$ cat src/rtl/cdt_pkg.sv
package cdt_pkg;
    localparam int ADDR_W   = 8;
    localparam int DATA_W   = 32;
    localparam int NCH      = 3;
    localparam int NARROW_W = 16;
    localparam int WIDE_W   = 32;
    localparam int FREE_W   = 40;

    // control bit positions (software-visible)
    localparam int CTL_EN_BIT   = 7;
    localparam int CTL_PER_BIT  = 6;
    localparam int CTL_FAST_BIT = 3;
    localparam int FREE_EN_BIT  = 8;

    // word index inside a channel group
    localparam logic [1:0] RG_LOAD = 2'd0;
    localparam logic [1:0] RG_CNT  = 2'd1;
    localparam logic [1:0] RG_CTL  = 2'd2;
    localparam logic [1:0] RG_CLR  = 2'd3;

    localparam logic [ADDR_W-1:0] FREE_BASE = 8'h60;

    typedef struct packed {
        logic en;
        logic per;
        logic fast;
    } ctl_t;

    function automatic logic [ADDR_W-1:0] chan_base(input int idx);
        case (idx)
            0:       return 8'h00;
            1:       return 8'h20;
            default: return 8'h80;
        endcase
    endfunction

    function automatic int chan_width(input int idx);
        return (idx == NCH - 1) ? WIDE_W : NARROW_W;
    endfunction
endpackage

$ cat src/rtl/cdt_chan.sv
module cdt_chan
    import cdt_pkg::*;
#(
    parameter int W = 16
) (
    input  logic              clk,
    input  logic              rst_n,
    input  logic              tick_slow,
    input  logic              tick_fast,
    input  logic              wr_load,
    input  logic              wr_ctl,
    input  logic              wr_clr,
    input  logic [DATA_W-1:0] wdata,
    input  logic [1:0]        rd_sel,
    output logic [DATA_W-1:0] rd_data,
    output logic              irq
);
    typedef struct packed {
        logic [W-1:0] load;
        logic [W-1:0] cnt;
        ctl_t         ctl;
        logic         irq;
    } st_t;

    st_t  st_d, st_q;
    logic tk_sel;
    logic step;
    logic at_zero;
    logic uflow;

    always_comb begin
        st_d    = st_q;
        tk_sel  = st_q.ctl.fast ? tick_fast : tick_slow;
        step    = st_q.ctl.en && tk_sel;
        at_zero = (st_q.cnt == '0);
        uflow   = step && at_zero;

        if (step) begin
            if (at_zero) st_d.cnt = st_q.ctl.per ? st_q.load : '1;
            else         st_d.cnt = st_q.cnt - 1'b1;
        end
        if (wr_clr) st_d.irq = 1'b0;
        if (uflow)  st_d.irq = 1'b1;
        if (wr_ctl) begin
            st_d.ctl.en   = wdata[CTL_EN_BIT];
            st_d.ctl.per  = wdata[CTL_PER_BIT];
            st_d.ctl.fast = wdata[CTL_FAST_BIT];
        end
        if (wr_load) begin
            st_d.load = wdata[W-1:0];
            st_d.cnt  = wdata[W-1:0];
        end
    end

    always_ff @(posedge clk) begin
        if (!rst_n) st_q <= '0;
        else        st_q <= st_d;
    end

    always_comb begin
        rd_data = '0;
        case (rd_sel)
            RG_LOAD: rd_data = DATA_W'(st_q.load);
            RG_CNT:  rd_data = DATA_W'(st_q.cnt);
            RG_CTL: begin
                rd_data[CTL_EN_BIT]   = st_q.ctl.en;
                rd_data[CTL_PER_BIT]  = st_q.ctl.per;
                rd_data[CTL_FAST_BIT] = st_q.ctl.fast;
            end
            default: rd_data = '0;
        endcase
    end

    assign irq = st_q.irq;

    logic unused_wdata;
    assign unused_wdata = ^wdata;

    // periodic underflow reloads and flags
    a_r5_reload: assert property (@(posedge clk) disable iff (!rst_n)
        (step && at_zero && st_q.ctl.per && !wr_load)
        |=> (st_q.cnt == $past(st_q.load)) && st_q.irq);

    // non-periodic underflow wraps to all-ones and flags
    a_r6_wrap: assert property (@(posedge clk) disable iff (!rst_n)
        (step && at_zero && !st_q.ctl.per && !wr_load)
        |=> (st_q.cnt == {W{1'b1}}) && st_q.irq);

    // no selected tick or disabled means the count holds
    a_r3_hold: assert property (@(posedge clk) disable iff (!rst_n)
        (!step && !wr_load) |=> $stable(st_q.cnt));

    // a clear without coincident underflow drops the line
    a_r7_clear: assert property (@(posedge clk) disable iff (!rst_n)
        (wr_clr && !uflow) |=> !irq);

    // a load write sets the count at the next edge
    a_r2_load: assert property (@(posedge clk) disable iff (!rst_n)
        wr_load |=> (st_q.cnt == $past(wdata[W-1:0])));
endmodule

$ cat src/rtl/cdt_free.sv
module cdt_free
    import cdt_pkg::*;
#(
    parameter int W = 40
) (
    input  logic              clk,
    input  logic              rst_n,
    input  logic              tick,
    input  logic              wr_ctl,
    input  logic              en_val,
    output logic [DATA_W-1:0] rd_lo,
    output logic [DATA_W-1:0] rd_hi
);
    localparam int HI_W = W - DATA_W;

    typedef struct packed {
        logic         en;
        logic [W-1:0] cnt;
    } st_t;

    st_t st_d, st_q;

    always_comb begin
        st_d = st_q;
        if (st_q.en && tick) st_d.cnt = st_q.cnt + 1'b1;
        if (wr_ctl) begin
            st_d.en = en_val;
            if (!en_val) st_d.cnt = '0;
        end
    end

    always_ff @(posedge clk) begin
        if (!rst_n) st_q <= '0;
        else        st_q <= st_d;
    end

    always_comb begin
        rd_lo = st_q.cnt[DATA_W-1:0];
        rd_hi = '0;
        rd_hi[HI_W-1:0]     = st_q.cnt[W-1:DATA_W];
        rd_hi[FREE_EN_BIT]  = st_q.en;
    end

    // a stopped counter always holds zero
    a_r10_idle_zero: assert property (@(posedge clk) disable iff (!rst_n)
        !st_q.en |-> (st_q.cnt == '0));

    // an enabled counter steps by one on its own tick
    a_r9_step: assert property (@(posedge clk) disable iff (!rst_n)
        (st_q.en && tick && !wr_ctl) |=> (st_q.cnt == $past(st_q.cnt) + 1'b1));

    // without its tick the counter holds
    a_r9_hold: assert property (@(posedge clk) disable iff (!rst_n)
        (!tick && !wr_ctl) |=> $stable(st_q.cnt));
endmodule

$ cat src/rtl/cdt_bank.sv
module cdt_bank
    import cdt_pkg::*;
(
    input  logic              clk,
    input  logic              rst_n,
    input  logic [ADDR_W-1:0] reg_addr,
    input  logic [DATA_W-1:0] reg_wdata,
    input  logic              reg_we,
    output logic [DATA_W-1:0] reg_rdata,
    input  logic              tick_slow,
    input  logic              tick_fast,
    input  logic              tick_free,
    output logic [NCH-1:0]    irq
);
    logic [1:0]        word_sel;
    logic [DATA_W-1:0] ch_rd [NCH];
    logic [NCH-1:0]    ch_hit;
    logic              free_hit;
    logic [DATA_W-1:0] free_lo, free_hi;

    assign word_sel = reg_addr[3:2];

    generate
        for (genvar i = 0; i < NCH; i++) begin : g_ch
            localparam int                CW   = chan_width(i);
            localparam logic [ADDR_W-1:0] BASE = chan_base(i);
            logic [DATA_W-1:0] rd_raw;

            assign ch_hit[i] = (reg_addr[7:5] == BASE[7:5]) && !reg_addr[4];

            cdt_chan #(.W(CW)) u_chan (
                .clk      (clk),
                .rst_n    (rst_n),
                .tick_slow(tick_slow),
                .tick_fast(tick_fast),
                .wr_load  (reg_we && ch_hit[i] && (word_sel == RG_LOAD)),
                .wr_ctl   (reg_we && ch_hit[i] && (word_sel == RG_CTL)),
                .wr_clr   (reg_we && ch_hit[i] && (word_sel == RG_CLR)),
                .wdata    (reg_wdata),
                .rd_sel   (word_sel),
                .rd_data  (rd_raw),
                .irq      (irq[i])
            );

            assign ch_rd[i] = ch_hit[i] ? rd_raw : '0;
        end
    endgenerate

    assign free_hit = (reg_addr[7:5] == FREE_BASE[7:5]) && !reg_addr[4];

    cdt_free #(.W(FREE_W)) u_free (
        .clk   (clk),
        .rst_n (rst_n),
        .tick  (tick_free),
        .wr_ctl(reg_we && free_hit && (word_sel == 2'd1)),
        .en_val(reg_wdata[FREE_EN_BIT]),
        .rd_lo (free_lo),
        .rd_hi (free_hi)
    );

    always_comb begin
        reg_rdata = '0;
        for (int i = 0; i < NCH; i++) reg_rdata = reg_rdata | ch_rd[i];
        if (free_hit && word_sel == 2'd0) reg_rdata = reg_rdata | free_lo;
        if (free_hit && word_sel == 2'd1) reg_rdata = reg_rdata | free_hi;
    end

    logic unused_addr;
    assign unused_addr = ^reg_addr[1:0];

    // at most one register group decodes any address
    a_r11_one_hit: assert property (@(posedge clk) disable iff (!rst_n)
        $onehot0({ch_hit, free_hit}));

    // an unmapped address returns zero
    a_r11_unmapped_zero: assert property (@(posedge clk) disable iff (!rst_n)
        ({ch_hit, free_hit} == '0) |-> (reg_rdata == '0));
endmodule

$ cat config.mk
export PLATFORM = sky130hd
export DESIGN_NAME = cdt_bank
export DESIGN_NICKNAME = d
export VERILOG_FILES = /design/src/rtl/cdt_pkg.sv /design/src/rtl/cdt_chan.sv /design/src/rtl/cdt_free.sv /design/src/rtl/cdt_bank.sv
export SDC_FILE = /design/constraint.sdc
export NUM_CORES = 1
export LEC_CHECK = 0
export CORE_MARGIN = 5
export CORE_UTILIZATION = 48
export CTS_BUF_LIST = sky130_fd_sc_hd__clkbuf_8
export DETAILED_ROUTE_END_ITERATION = 7
export GPL_TIMING_DRIVEN = 0
export PLACE_DENSITY = 0.7
export SYNTH_ARGS = -nofsm -noshare
export SYNTH_HDL_FRONTEND = slang
export SYNTH_SLANG_ARGS = --single-unit
$ cat constraint.sdc
create_clock -name clk -period 2.2 [get_ports clk]
set_input_delay 0.22 -clock clk [delete_from_list [all_inputs] [get_ports clk]]
set_output_delay 0.22 -clock clk [all_outputs]
set_load 0.05 [all_outputs]
==> results of run 1 <==
-- area by class of cell --
| cell class | count | area share [%] |
|---|---|---|
| buffer | 95 | 4.17 |
| inverter | 32 | 0.900 |
| sequential | 181 | 27.0 |
| tap | 280 | 2.57 |
| clock buffer | 17 | 1.72 |
| clock inverter | 15 | 1.15 |
| timing repair buffer | 134 | 8.87 |
| multi-input combinational | 1079 | 53.6 |
-- power by group through the flow --
stage / logic, mW / clock network [mW] / registers, mW
after floorplan: 0.561 / 0 / 3.39
after CTS: 1.05 / 2.38 / 3.32
after detailed placement: 0.907 / 0 / 3.40
final: 1.18 / 2.37 / 3.32
after global routing: 1.22 / 2.51 / 3.33
after global placement: 0.914 / 0 / 3.40
-- worst min-delay path: cells and delay by family --
| family | cells | cell delay, ns |
|---|---|---|
| AOI/OAI and AO/OA | 2 | 0.19 |
| and+or+nand+nor | 1 | 0.16 |
| buffers and inverters | 1 | 0.10 |
-- kinds of logic (layout without fill, tap and decap cells) --
family | Yosys count | count (layout)
XOR/XNOR | 54 | 54
flip-flops | 181 | 181
adder cells (fa/ha/maj) | 7 | 7
AND/OR/NAND/NOR | 560 | 560
multiplexers | 75 | 75
buffers and inverters | 141 | 293
AO/OA/AOI/OAI | 383 | 383
-- through the flow --
| step | hold slack [ns] | setup TNS [ns] | util, % | worst slack (ns) | area, um^2 |
|---|---|---|---|---|---|
| 2_1_floorplan | 0.356 | -0.967 | - | -0.0853 | 10900 |
| 3_3_place_gp | 0.456 | -179.23 | 54.9 | -1.59 | 12000 |
| 3_5_place_dp | 0.459 | -178.82 | 54.9 | -1.55 | 12000 |
| 4_1_cts | 0.234 | -1.00 | 60.6 | -0.137 | 13300 |
| 5_1_grt | 0.277 | -2.64 | 62.3 | -0.267 | 13600 |
| 6_report | 0.236 | -1.26 | 62.3 | -0.138 | 13600 |
-- Yosys cell counts, types with 31 or more instances --
cell      instances  share of area [%]
clkbuf_1         95                3.3
nor2_1           96                3.4
or3_1            33                1.9
dfxtp_1         181                 34
nor4_1           31                1.8
inv_1            31                1.1
o21ai_0          73                3.4
xnor2_1          45                3.7
nand3_1          36                1.7
a21oi_1         131                6.1
nand2_1         230                8.1
nor3_1           33                1.5
mux2i_1          66                6.2
-- routing by layer --
layer | part of all wire, % | vias to the layer above | track usage (%) | wire length [um]
met1 | 42 | 5606 | 44.0 | 17900
met3 | 11 | 115 | 8.36 | 4820
met4 | 3.5 | 0 | 11.4 | 1480
met2 | 43 | 718 | 48.4 | 18600
li1 | - | 5411 | - | -
met5 | 0 | - | 0 | 0
-- layout by cell type, fill, tap and decap left out, types with 12 or more instances in the layout --
cell / count
nand4_1: 18
or3_1: 30
buf_4: 58
mux2i_1: 61
clkdlybuf4s50_1: 39
a32o_1: 13
xnor2_1: 45
nand2_1: 224
nand3_1: 35
buf_2: 21
and4_1: 12
dfxtp_2: 17
nor2_1: 86
a31oi_1: 14
clkbuf_2: 30
a21oi_1: 122
clkbuf_8: 21
clkbuf_1: 37
nor3_1: 26
inv_1: 27
o21ai_0: 54
buf_6: 18
dfxtp_1: 155
nor4_1: 21
-- state kept, by name (all words and copies together) (netlist names) --
name	flops
g_ch.u_chan.irq	3
u_free.rd_hi	9
g_ch.u_chan.st_q	137
u_free.rd_lo	32
-- timing repair --
| action | CTS | global route |
|---|---|---|
| pin swaps | 24 | 35 |
| setup buffers | 37 | 18 |
| setup endpoints to repair | 172 | 140 |
| cloned | 2 | 2 |
| resized for setup | 380 | 105 |
| hold endpoints to repair | 0 | 0 |
-- worst paths after layout --
kind | startpoint | end | slack [ns] | depth (start not counted)
min | reg_addr[6] | g_ch[0].u_chan.irq$_SDFFE_PN0P_ | 0.24 | 4
min reg2reg | g_ch[1].u_chan.st_q[31]$_SDFFE_PN0P_ | g_ch[1].u_chan.st_q[31]$_SDFFE_PN0P_ | 0.47 | 2
max reg2reg | g_ch[1].u_chan.st_q[13]$_SDFFE_PN0P_ | g_ch[1].u_chan.st_q[14]$_SDFFE_PN0P_ | -0.14 | 6
max | g_ch[1].u_chan.st_q[13]$_SDFFE_PN0P_ | g_ch[1].u_chan.st_q[14]$_SDFFE_PN0P_ | -0.14 | 6
==> metrics.txt, run 1 <==
status=complete, but fails checks; failing checks=setup timing; Critical Path Source Type=flop; Remaining DRCs=0; warning count from the yosys run=0; delay of the slowest cell on the worst path=0.53 ns; total number of vias=11,900; critical-path cell list=or4_4 -> or4_4 -> or2_1 -> buf_6 -> a2111o_1 -> a31oi_1; post-detail-place hpwl=30,300 um; Crit Path Category=reg2reg; family with the most delay on the worst path=simple AND/OR/NAND/NOR gates; asr flop ratio synth=0%; compound-gate portion of the synthesized area=23.1%; diodes inserted=0; worst hold path type=in2reg; power density cells=504 nW/um^2; Adder-Cell Fraction of Synth Area=less than 1%; core area=between 20,000 and 25,000 um^2; critical path's slowest cell=or4_4; Post-Synth Simple-Gate Area=25.5%; Max-cap violations=0; Avg WL per Cell=23.3 um; main combinational cell family by area after synthesis=simple AND/OR/NAND/NOR gates; flops & latches, synth=~180; number of DRC markers in iteration 0=1,559; Layout fillers=1,974; IO Port Bufs=75; mapped cell area=10,700 um^2; endpoints failing setup=15; Post-DRT Antenna Nets=0; setup ws final=-0.138 ns; area used by multi-input combinational logic=7310 um^2; Psw=about 2.2 mW; Die Y-Extent=159 um; Clock Latency Late Sink=0.49 ns; non-filler instance count after layout=1,833; XOR/XNOR Fraction of Synth Area=4.41%; Total Nets Final=1,593; Area Growth Syn to Fin=27.2%; TritonCTS Buffers=17; RSZ-0062 raised after global routing=yes; gr ovfl total=0; Longest Clk Path Bufs=2; P_leak=about 4.8 nW; CP Data Required Time=around 2.6 ns; Max Fclk=428 MHz; syn_area_per_cell=7.65 um^2; H-tree depth=4; CP dominant cell by count=or4_4; Main synth FF type=dfxtp_1; # IOs=81; Rows=54; min Tclk post-route=2.34 ns; crit path max fanout=3; CP bufs+invs=1; final hold viol count=0; RD Place Congestion=0.974; vias in the first global route=11,100; Synth cell types=74; sequential cell area fraction in the yosys report=33.8%; Comb power frac=between 10% and 20%; clock power share=34.5%; internal cell power=about 4.7 mW; initial core utilization=between 40% and 50%; Root Buffer=clkbuf_8; Sink Count=181; max-slew violations=0; hold buffers post-CTS=0; Least-Margin Pin Slew=0.942 ns; Net Sw Frac=a little under a third; post-synthesis mux area share=7.11%; number of flops mapped to enable cells by yosys=0; period utilization=106%; clock tree from TritonCTS=yes; Sequential Power Share=48.4%; router iterations before antenna repair=8; first-pass GRT wire length=~65,000 um; placed cells=1,756; layout cell share with drive strength beyond 1=22.9%; Routed WL=42,800 um; FF+latch area=approximately 3700 um^2; die area=25,400 um^2; total power=roughly 7 mW; Layout Skew=0.0201 ns; Via-to-Cell Ratio=6.46; antenna violations before repair=0; Syn Inst Count=1,401; Syn Nets=roughly 1,500; crit path DAT=2.74 ns; Setup crit end kind=flop; clk slew on worst S/H paths=roughly 0.1 ns; largest net degree at the start of global routing=19; die width=roughly 160 um; Total Routing Usage GR=31.9%; worst-case vdd ir drop=0.427 mV; Relative slew margins=37.2%
No activity file was read; power rests on OpenSTA's default activity.
==> inputs of run 2 (changes only) <==
CTS_BUF_LIST = sky130_fd_sc_hd__clkbuf_4 sky130_fd_sc_hd__clkbuf_8   (was sky130_fd_sc_hd__clkbuf_8)
==> results of run 2 <==
No change in the layout: final DEF, timing and power equal those of run 1.
